--- src/rtl/flash_rd_pkg.sv ---
// Shared definitions for the flash block read sequencer: controller states
// and the completion cause codes reported to the requester.
package flash_rd_pkg;

    typedef enum logic [3:0] {
        ST_IDLE,
        ST_SA1,
        ST_SA8,
        ST_SBUF,
        ST_SA2,
        ST_ICLR,
        ST_CMD,
        ST_POLL,
        ST_CTRL,
        ST_ECC,
        ST_SPARE,
        ST_DATA
    } fr_state_e;

    typedef logic [2:0] fr_err_t;

    localparam fr_err_t FR_OK   = 3'd0;
    localparam fr_err_t FR_CTRL = 3'd1;
    localparam fr_err_t FR_ECC  = 3'd2;
    localparam fr_err_t FR_BAD  = 3'd3;
    localparam fr_err_t FR_TMO  = 3'd4;

endpackage

--- src/rtl/flash_reg_step.sv ---
// Register-bus driver for one sequencer state. It decodes the current state
// into the request, direction, address and write data of the single register
// access that the state performs.
// Assumes BLK_W <= 16 and PG_W + 2 <= 16.
module flash_reg_step
    import flash_rd_pkg::*;
#(
    parameter int          AW           = 16,
    parameter int          BLK_W        = 16,
    parameter int          PG_W         = 6,
    parameter logic [AW-1:0] REG_SA1    = 16'hF100,
    parameter logic [AW-1:0] REG_SA2    = 16'hF101,
    parameter logic [AW-1:0] REG_SA8    = 16'hF107,
    parameter logic [AW-1:0] REG_SBUF   = 16'hF200,
    parameter logic [AW-1:0] REG_CMD    = 16'hF220,
    parameter logic [AW-1:0] REG_CTRL   = 16'hF240,
    parameter logic [AW-1:0] REG_INT    = 16'hF241,
    parameter logic [AW-1:0] REG_ECC    = 16'hFF00,
    parameter logic [AW-1:0] SPARE_ADDR = 16'h8200,
    parameter logic [15:0] BUF_SEL_VAL  = 16'h0800,
    parameter logic [15:0] INT_CLR_VAL  = 16'h0000,
    parameter logic [15:0] CMD_READ_VAL = 16'h0000
) (
    input  fr_state_e        st,
    input  logic [BLK_W-1:0] blk,
    input  logic [PG_W-1:0]  page,
    output logic             req,
    output logic             we,
    output logic [AW-1:0]    addr,
    output logic [15:0]      wdata
);

    // Map the state onto the access it owns.
    always_comb begin
        req   = 1'b1;
        we    = 1'b0;
        addr  = '0;
        wdata = '0;
        case (st)
            ST_SA1: begin
                we = 1'b1;
                addr = REG_SA1;
                wdata[BLK_W-1:0] = blk;
            end
            ST_SA8: begin
                we = 1'b1;
                addr = REG_SA8;
                wdata[PG_W+1:0] = {page, 2'b00};
            end
            ST_SBUF: begin
                we = 1'b1;
                addr = REG_SBUF;
                wdata = BUF_SEL_VAL;
            end
            ST_SA2: begin
                we = 1'b1;
                addr = REG_SA2;
            end
            ST_ICLR: begin
                we = 1'b1;
                addr = REG_INT;
                wdata = INT_CLR_VAL;
            end
            ST_CMD: begin
                we = 1'b1;
                addr = REG_CMD;
                wdata = CMD_READ_VAL;
            end
            ST_POLL:  addr = REG_INT;
            ST_CTRL:  addr = REG_CTRL;
            ST_ECC:   addr = REG_ECC;
            ST_SPARE: addr = SPARE_ADDR;
            default:  req = 1'b0;
        endcase
    end

endmodule

--- src/rtl/flash_poll_timer.sv ---
// Counts interrupt polls that came back without the completion flag. It
// flags the poll that would be the LIMIT-th such miss, so the sequencer can
// give up on that access. The count clears while the command is issued.
// Assumes LIMIT >= 1.
module flash_poll_timer #(
    parameter int LIMIT = 1024
) (
    input  logic clk,
    input  logic rst_n,
    input  logic clr,
    input  logic tick,
    output logic last
);

    localparam int CW = $clog2(LIMIT + 1);

    logic [CW-1:0] cnt;

    // Miss counter: cleared per page, advanced on each missed poll.
    always_ff @(posedge clk) begin
        if (!rst_n || clr) begin
            cnt <= '0;
        end else if (tick && !last) begin
            cnt <= cnt + 1'b1;
        end
    end

    assign last = (cnt == CW'(LIMIT - 1));

endmodule

--- src/rtl/flash_walk_ctr.sv ---
// Page and word position within the block being read. The word counter wraps
// at the end of a page, and the page counter steps when the sequencer moves
// on to the next page.
// Assumes WORDS and PAGES are powers of two, each at least 2.
module flash_walk_ctr #(
    parameter int PAGES = 64,
    parameter int WORDS = 512,
    localparam int PG_W = $clog2(PAGES),
    localparam int WD_W = $clog2(WORDS)
) (
    input  logic            clk,
    input  logic            rst_n,
    input  logic            clr,
    input  logic            word_inc,
    input  logic            page_inc,
    output logic [PG_W-1:0] page,
    output logic [WD_W-1:0] word,
    output logic            last_word,
    output logic            last_page
);

    // Word index inside the current page.
    always_ff @(posedge clk) begin
        if (!rst_n || clr) begin
            word <= '0;
        end else if (word_inc) begin
            word <= word + 1'b1;
        end
    end

    // Page index inside the block.
    always_ff @(posedge clk) begin
        if (!rst_n || clr) begin
            page <= '0;
        end else if (page_inc) begin
            page <= page + 1'b1;
        end
    end

    assign last_word = (word == WD_W'(WORDS - 1));
    assign last_page = (page == PG_W'(PAGES - 1));

endmodule

--- src/rtl/flash_blk_reader.sv ---
// Top of the flash block read sequencer. It reads pages 0..PAGES-1 of one
// block. For each page it writes the address and command registers, polls
// for completion, and checks controller status, ECC status and (on pages 0
// and 1) the bad-block marker. Then it streams the page out of the device's
// data RAM as 32-bit words. Only one bus access is in flight at a time.
// Assumes the device holds reg_rdata/dat_rdata valid in the cycle its ready
// input is high, and PAGE_BYTES and PAGES are powers of two.
module flash_blk_reader
    import flash_rd_pkg::*;
#(
    parameter int          BLK_W        = 16,
    parameter int          AW           = 16,
    parameter int          DAW          = 16,
    parameter int          PAGES        = 64,
    parameter int          PAGE_BYTES   = 2048,
    parameter int          POLL_LIMIT   = 1024,
    parameter logic [AW-1:0] REG_SA1    = 16'hF100,
    parameter logic [AW-1:0] REG_SA2    = 16'hF101,
    parameter logic [AW-1:0] REG_SA8    = 16'hF107,
    parameter logic [AW-1:0] REG_SBUF   = 16'hF200,
    parameter logic [AW-1:0] REG_CMD    = 16'hF220,
    parameter logic [AW-1:0] REG_CTRL   = 16'hF240,
    parameter logic [AW-1:0] REG_INT    = 16'hF241,
    parameter logic [AW-1:0] REG_ECC    = 16'hFF00,
    parameter logic [AW-1:0] SPARE_ADDR = 16'h8200,
    parameter logic [DAW-1:0] DATA_BASE = 16'h0200,
    parameter logic [15:0] BUF_SEL_VAL  = 16'h0800,
    parameter logic [15:0] INT_CLR_VAL  = 16'h0000,
    parameter logic [15:0] CMD_READ_VAL = 16'h0000,
    parameter int          INT_DONE_BIT = 15,
    parameter int          INT_RD_BIT   = 7,
    parameter int          CTRL_ERR_BIT = 10,
    parameter logic [15:0] ECC_UNCORR_MASK = 16'h8888,
    localparam int WORDS = PAGE_BYTES / 4,
    localparam int PG_W  = $clog2(PAGES),
    localparam int WD_W  = $clog2(WORDS),
    localparam int OFF_W = PG_W + WD_W + 2
) (
    input  logic             clk,
    input  logic             rst_n,
    input  logic             start,
    input  logic [BLK_W-1:0] blk_num,
    output logic             busy,
    output logic             done,
    output logic             err,
    output logic [2:0]       err_code,
    output logic             reg_req,
    output logic             reg_we,
    output logic [AW-1:0]    reg_addr,
    output logic [15:0]      reg_wdata,
    input  logic [15:0]      reg_rdata,
    input  logic             reg_rdy,
    output logic             dat_req,
    output logic [DAW-1:0]   dat_addr,
    input  logic [31:0]      dat_rdata,
    input  logic             dat_rdy,
    output logic             out_valid,
    output logic [31:0]      out_data,
    output logic [OFF_W-1:0] out_off
);

    fr_state_e        st;
    fr_state_e        chk_next;
    logic [BLK_W-1:0] blk_q;
    logic             int_rd;
    logic [PG_W-1:0]  page;
    logic [WD_W-1:0]  word;
    logic             last_word;
    logic             last_page;
    logic             w_clr;
    logic             w_word_inc;
    logic             w_page_inc;
    logic             t_clr;
    logic             t_tick;
    logic             t_last;
    logic             reg_ack;

    flash_reg_step #(
        .AW(AW), .BLK_W(BLK_W), .PG_W(PG_W),
        .REG_SA1(REG_SA1), .REG_SA2(REG_SA2), .REG_SA8(REG_SA8),
        .REG_SBUF(REG_SBUF), .REG_CMD(REG_CMD), .REG_CTRL(REG_CTRL),
        .REG_INT(REG_INT), .REG_ECC(REG_ECC), .SPARE_ADDR(SPARE_ADDR),
        .BUF_SEL_VAL(BUF_SEL_VAL), .INT_CLR_VAL(INT_CLR_VAL),
        .CMD_READ_VAL(CMD_READ_VAL)
    ) u_step (
        .st(st), .blk(blk_q), .page(page),
        .req(reg_req), .we(reg_we), .addr(reg_addr), .wdata(reg_wdata)
    );

    flash_poll_timer #(.LIMIT(POLL_LIMIT)) u_timer (
        .clk(clk), .rst_n(rst_n), .clr(t_clr), .tick(t_tick), .last(t_last)
    );

    flash_walk_ctr #(.PAGES(PAGES), .WORDS(WORDS)) u_walk (
        .clk(clk), .rst_n(rst_n), .clr(w_clr),
        .word_inc(w_word_inc), .page_inc(w_page_inc),
        .page(page), .word(word),
        .last_word(last_word), .last_page(last_page)
    );

    // Sub-block controls derived from the current state and handshakes.
    always_comb begin
        reg_ack    = reg_req && reg_rdy;
        w_clr      = (st == ST_IDLE) && start;
        w_word_inc = (st == ST_DATA) && dat_rdy;
        w_page_inc = w_word_inc && last_word && !last_page;
        t_clr      = (st == ST_CMD);
        t_tick     = (st == ST_POLL) && reg_rdy && !reg_rdata[INT_DONE_BIT];
        chk_next   = (page <= PG_W'(1)) ? ST_SPARE : ST_DATA;
    end

    assign busy     = (st != ST_IDLE);
    assign dat_req  = (st == ST_DATA);
    assign dat_addr = DATA_BASE + DAW'(word);

    // Sequencer: register program, poll, status checks, then the data copy.
    always_ff @(posedge clk) begin
        if (!rst_n) begin
            st        <= ST_IDLE;
            done      <= 1'b0;
            err       <= 1'b0;
            err_code  <= FR_OK;
            blk_q     <= '0;
            int_rd    <= 1'b0;
            out_valid <= 1'b0;
            out_data  <= '0;
            out_off   <= '0;
        end else begin
            done      <= 1'b0;
            out_valid <= 1'b0;
            case (st)
                ST_IDLE: begin
                    if (start) begin
                        blk_q    <= blk_num;
                        err      <= 1'b0;
                        err_code <= FR_OK;
                        st       <= ST_SA1;
                    end
                end
                ST_SA1:  if (reg_ack) st <= ST_SA8;
                ST_SA8:  if (reg_ack) st <= ST_SBUF;
                ST_SBUF: if (reg_ack) st <= ST_SA2;
                ST_SA2:  if (reg_ack) st <= ST_ICLR;
                ST_ICLR: if (reg_ack) st <= ST_CMD;
                ST_CMD:  if (reg_ack) st <= ST_POLL;
                ST_POLL: begin
                    if (reg_ack) begin
                        if (reg_rdata[INT_DONE_BIT]) begin
                            int_rd <= reg_rdata[INT_RD_BIT];
                            st     <= ST_CTRL;
                        end else if (t_last) begin
                            st       <= ST_IDLE;
                            done     <= 1'b1;
                            err      <= 1'b1;
                            err_code <= FR_TMO;
                        end
                    end
                end
                ST_CTRL: begin
                    if (reg_ack) begin
                        if (reg_rdata[CTRL_ERR_BIT]) begin
                            st       <= ST_IDLE;
                            done     <= 1'b1;
                            err      <= 1'b1;
                            err_code <= FR_CTRL;
                        end else if (int_rd) begin
                            st <= ST_ECC;
                        end else begin
                            st <= chk_next;
                        end
                    end
                end
                ST_ECC: begin
                    if (reg_ack) begin
                        if (|(reg_rdata & ECC_UNCORR_MASK)) begin
                            st       <= ST_IDLE;
                            done     <= 1'b1;
                            err      <= 1'b1;
                            err_code <= FR_ECC;
                        end else begin
                            st <= chk_next;
                        end
                    end
                end
                ST_SPARE: begin
                    if (reg_ack) begin
                        if (reg_rdata != 16'hFFFF) begin
                            st       <= ST_IDLE;
                            done     <= 1'b1;
                            err      <= 1'b1;
                            err_code <= FR_BAD;
                        end else begin
                            st <= ST_DATA;
                        end
                    end
                end
                ST_DATA: begin
                    if (dat_rdy) begin
                        out_valid <= 1'b1;
                        out_data  <= dat_rdata;
                        out_off   <= {page, word, 2'b00};
                        if (last_word) begin
                            if (last_page) begin
                                st   <= ST_IDLE;
                                done <= 1'b1;
                            end else begin
                                st <= ST_SA1;
                            end
                        end
                    end
                end
                default: st <= ST_IDLE;
            endcase
        end
    end

endmodule

--- config.mk ---
export PLATFORM = sky130hd
export DESIGN_NAME = flash_blk_reader
export DESIGN_NICKNAME = d
export VERILOG_FILES = /design/src/rtl/flash_rd_pkg.sv /design/src/rtl/flash_reg_step.sv /design/src/rtl/flash_poll_timer.sv /design/src/rtl/flash_walk_ctr.sv /design/src/rtl/flash_blk_reader.sv
export SDC_FILE = /design/constraint.sdc
export NUM_CORES = 1
export LEC_CHECK = 0
export ABC_AREA = 1
export BUFFER_PORTS_ARGS = -buffer_cell sky130_fd_sc_hd__buf_4
export CORE_MARGIN = 2
export CORE_UTILIZATION = 55
export CTS_BUF_LIST = sky130_fd_sc_hd__clkbuf_2
export CTS_CLUSTER_SIZE = 30
export DETAILED_ROUTE_END_ITERATION = 10
export PLACE_DENSITY = 0.9
export SYNTH_ARGS = -nofsm -noshare
export SYNTH_HDL_FRONTEND = slang
export SYNTH_HIERARCHICAL = 1
export SYNTH_SLANG_ARGS = --single-unit
--- constraint.sdc ---
create_clock -name clk -period 3.1 [get_ports clk]
set_input_delay 0.155 -clock clk [delete_from_list [all_inputs] [get_ports clk]]
set_output_delay 0.155 -clock clk [all_outputs]
set_load 0.01 [all_outputs]
==> qor.yml <==
crit_family: "buffers and inverters"
clock-sinks: 100
path_cells: "inv_1 -> nor2_1 -> inv_1 -> nand3_1 -> nand2_1 -> nor3_1 -> dlygate4sd3_1 -> nor2_1 -> dlygate4sd3_1"
nFillCells: 566
netlist_area_um2: 4750
fin_crit_sh: 0.893
yosys.cell_count.top_type: "nand2_1"
numCtsBuffers: 9
crit_path_start_kind: "flop"
wl_per_cell_um: 15.3
synthTopCellsByArea: "dfxtp_1 (42%), nand2_1 (18%), nor2_1 (8.9%)"
synthTopCellsByCount: "nand2_1 (224), nor2_1 (112), dfxtp_1 (100)"
clk_pin_slew_ns: 0.31
async_flop_share: 0
path_max_fanout: 13
place_area_um2: 5900
first_pass_iters: 5
critPathBufInv: 4
rows: 33
stdcell_area_um2: 6710
avgSynthCellArea_um2: 6.68
cts_tree: "done"
die_area_um2: 9390
min_period_ns: 2.77
cp.arrival_ns: 3.24
p_per_area_nw_per_um2: 495
portBuffers: 163
holdCritPathClass: "in -> reg"
antenna_cells: 0
gr-total-overflow: 0
tightest_slew_ns: 0.934
initial_core_util: 0.572
synth_top_area_frac: 0.422
fin_skew_ns: 0.0467
fin_nets: 999
area_delta_synth_final_pct: 41.3
cts_max_path_buffers: 2
required_ns: 3.57
die_w_um: 96.9
stdcell_count: 1036
h-tree-depth: 3
max-vdd-ir-drop_mv: 0.467
setup_tns_ns: 0
dp_slack_ns: 0.836
power_leakage_nw: 3.14
yosysWarningCount: 6
critPathKind: "reg -> reg"
status: "finished, final reports clean"
layout-drive-gt1-share: 0.226
setup_viol: 0
synth_edf_count: 0
area.sequential_um2: 2000
multi_input_area_um2: 2300
grt_max_degree: 54
grtUsageTotal: 0.335
post-place-cells: 951
ios: 176
root_buffer: "clkbuf_2"
rsz0062_at_grt: "no"
synth_ff_type: "dfxtp_1"
place_congestion: 0.855
finalHoldViolCount: 0
slew_violations: 0
synth_top_cell_by_area: "dfxtp_1"
ys_ff_latch: 100
fmax_mhz: 361
critPathSlowestCell: "dfxtp_1"
core_area_um2: 8300
clk_latency_ns: 0.58
cts_setup_buffers: 0
antenna_found_initial: 0
drc: 0
dpl.hpwl_um: 9410
detail_route.wirelength_um: 15800
ys_seq_area_frac: 0.422
max_slew_margin: 0.378
viasPerCell: 5.39
die_h_um: 96.9
synth_cell_types: 28
grt_first_pass_wirelength_um: 26000
grt_pass1_vias: 5586
fin_ws_ns: 0.331
drtIter0Drc: 348
vias: 5589
syn_inst: 710
slowest_delay_ns: 0.70
max-cap-violations: 0
antenna_left: 0
end_kind: "flop"
[sequential cells by signal, summed over array words and instances, names as in the netlist, 3 cells and up]
name	count
u_walk/page	6
u_walk/word	9
out_data	32
st	4
err_code	3
blk_q	16
u_timer/cnt	11
out_off	15
[layout make-up]
type | instances | share of cell area
Sequential cell | 100 | 0.298
Clock buffer | 9 | 0.00672
Multi-Input combinational cell | 519 | 0.342
Clock inverter | 7 | 0.0101
Timing Repair Buffer | 234 | 0.288
Tap cell | 105 | 0.0196
Inverter | 62 | 0.0351
[worst min-delay path, delay by kind of cell]
kind / cells / cell delay [ns]
simple gates: 5 / 0.37
buf+inv: 1 / 0.12
[metal layers]
layer  GRT usage  up-vias  part of all wire
li1            -     2622                 -
met1       0.362     2598              0.36
met2       0.619      286              0.53
met3      0.0448       83             0.057
met4       0.194        0             0.055
met5           0        -                 0
[placed cells by master, fill, tap and decap left out, types with 3 or more instances in the layout]
cell type	n
buf_4	165
nor2_2	8
nand2_1	224
ha_1	4
nand4_1	3
clkbuf_2	9
nor2_1	112
a21oi_1	70
nand2_2	8
inv_2	5
nand3b_1	3
nor2_4	3
conb_1	12
dlygate4sd3_1	69
o21ai_0	31
dfxtp_1	100
inv_1	55
nor3_1	6
nand3_1	26
[power breakdown]
group | switching, mW | internal [mW]
registers | 0.0872 | 1.39
clock network | 0.501 | 0.129
logic | 0.683 | 0.525
[stage by stage]
stage	hold slack [ns]	utilization	power, mW
floorplan	0.279	-	2.11
global placement	0.377	0.711	2.47
detailed placement	0.382	0.711	2.50
CTS	0.0588	0.808	3.24
global route	0.0961	0.808	3.49
finish	0.0785	0.808	3.32
[worst paths after layout]
check | to | from | cells after the start | slack, ns
worst max-delay path | int_rd$_SDFFE_PN0P_ | st[2]$_SDFFE_PN0P_ | 9 | 0.33
worst min-delay path | u_timer/cnt[1]$_SDFFE_PP0P_ | reg_rdy | 6 | 0.08
worst max register to register | int_rd$_SDFFE_PN0P_ | st[2]$_SDFFE_PN0P_ | 9 | 0.33
worst min register to register | err$_SDFFE_PN0P_ | err$_SDFFE_PN0P_ | 2 | 0.47
[kinds of logic (layout without fill, tap and decap cells)]
group | after synthesis | count (layout) | synth area share
xor gates and xnor gates | 2 | 2 | 0.00369
DFF | 100 | 100 | 0.422
other | 3 | 12 | 0.00237
buffers and inverters | 100 | 312 | 0.101
adders and majority gates | 4 | 4 | 0.0105
AOI/OAI and AO/OA | 104 | 104 | 0.111
and+or+nand+nor | 397 | 397 | 0.349
[what timing repair did]
action,4_1_cts,5_1_grt
hold buffers,69,0
gates resized for setup,0,0
endpoints found under the hold margin,54,0
endpoints found under the setup margin,0,0
Power figures use the tool's default switching activity.
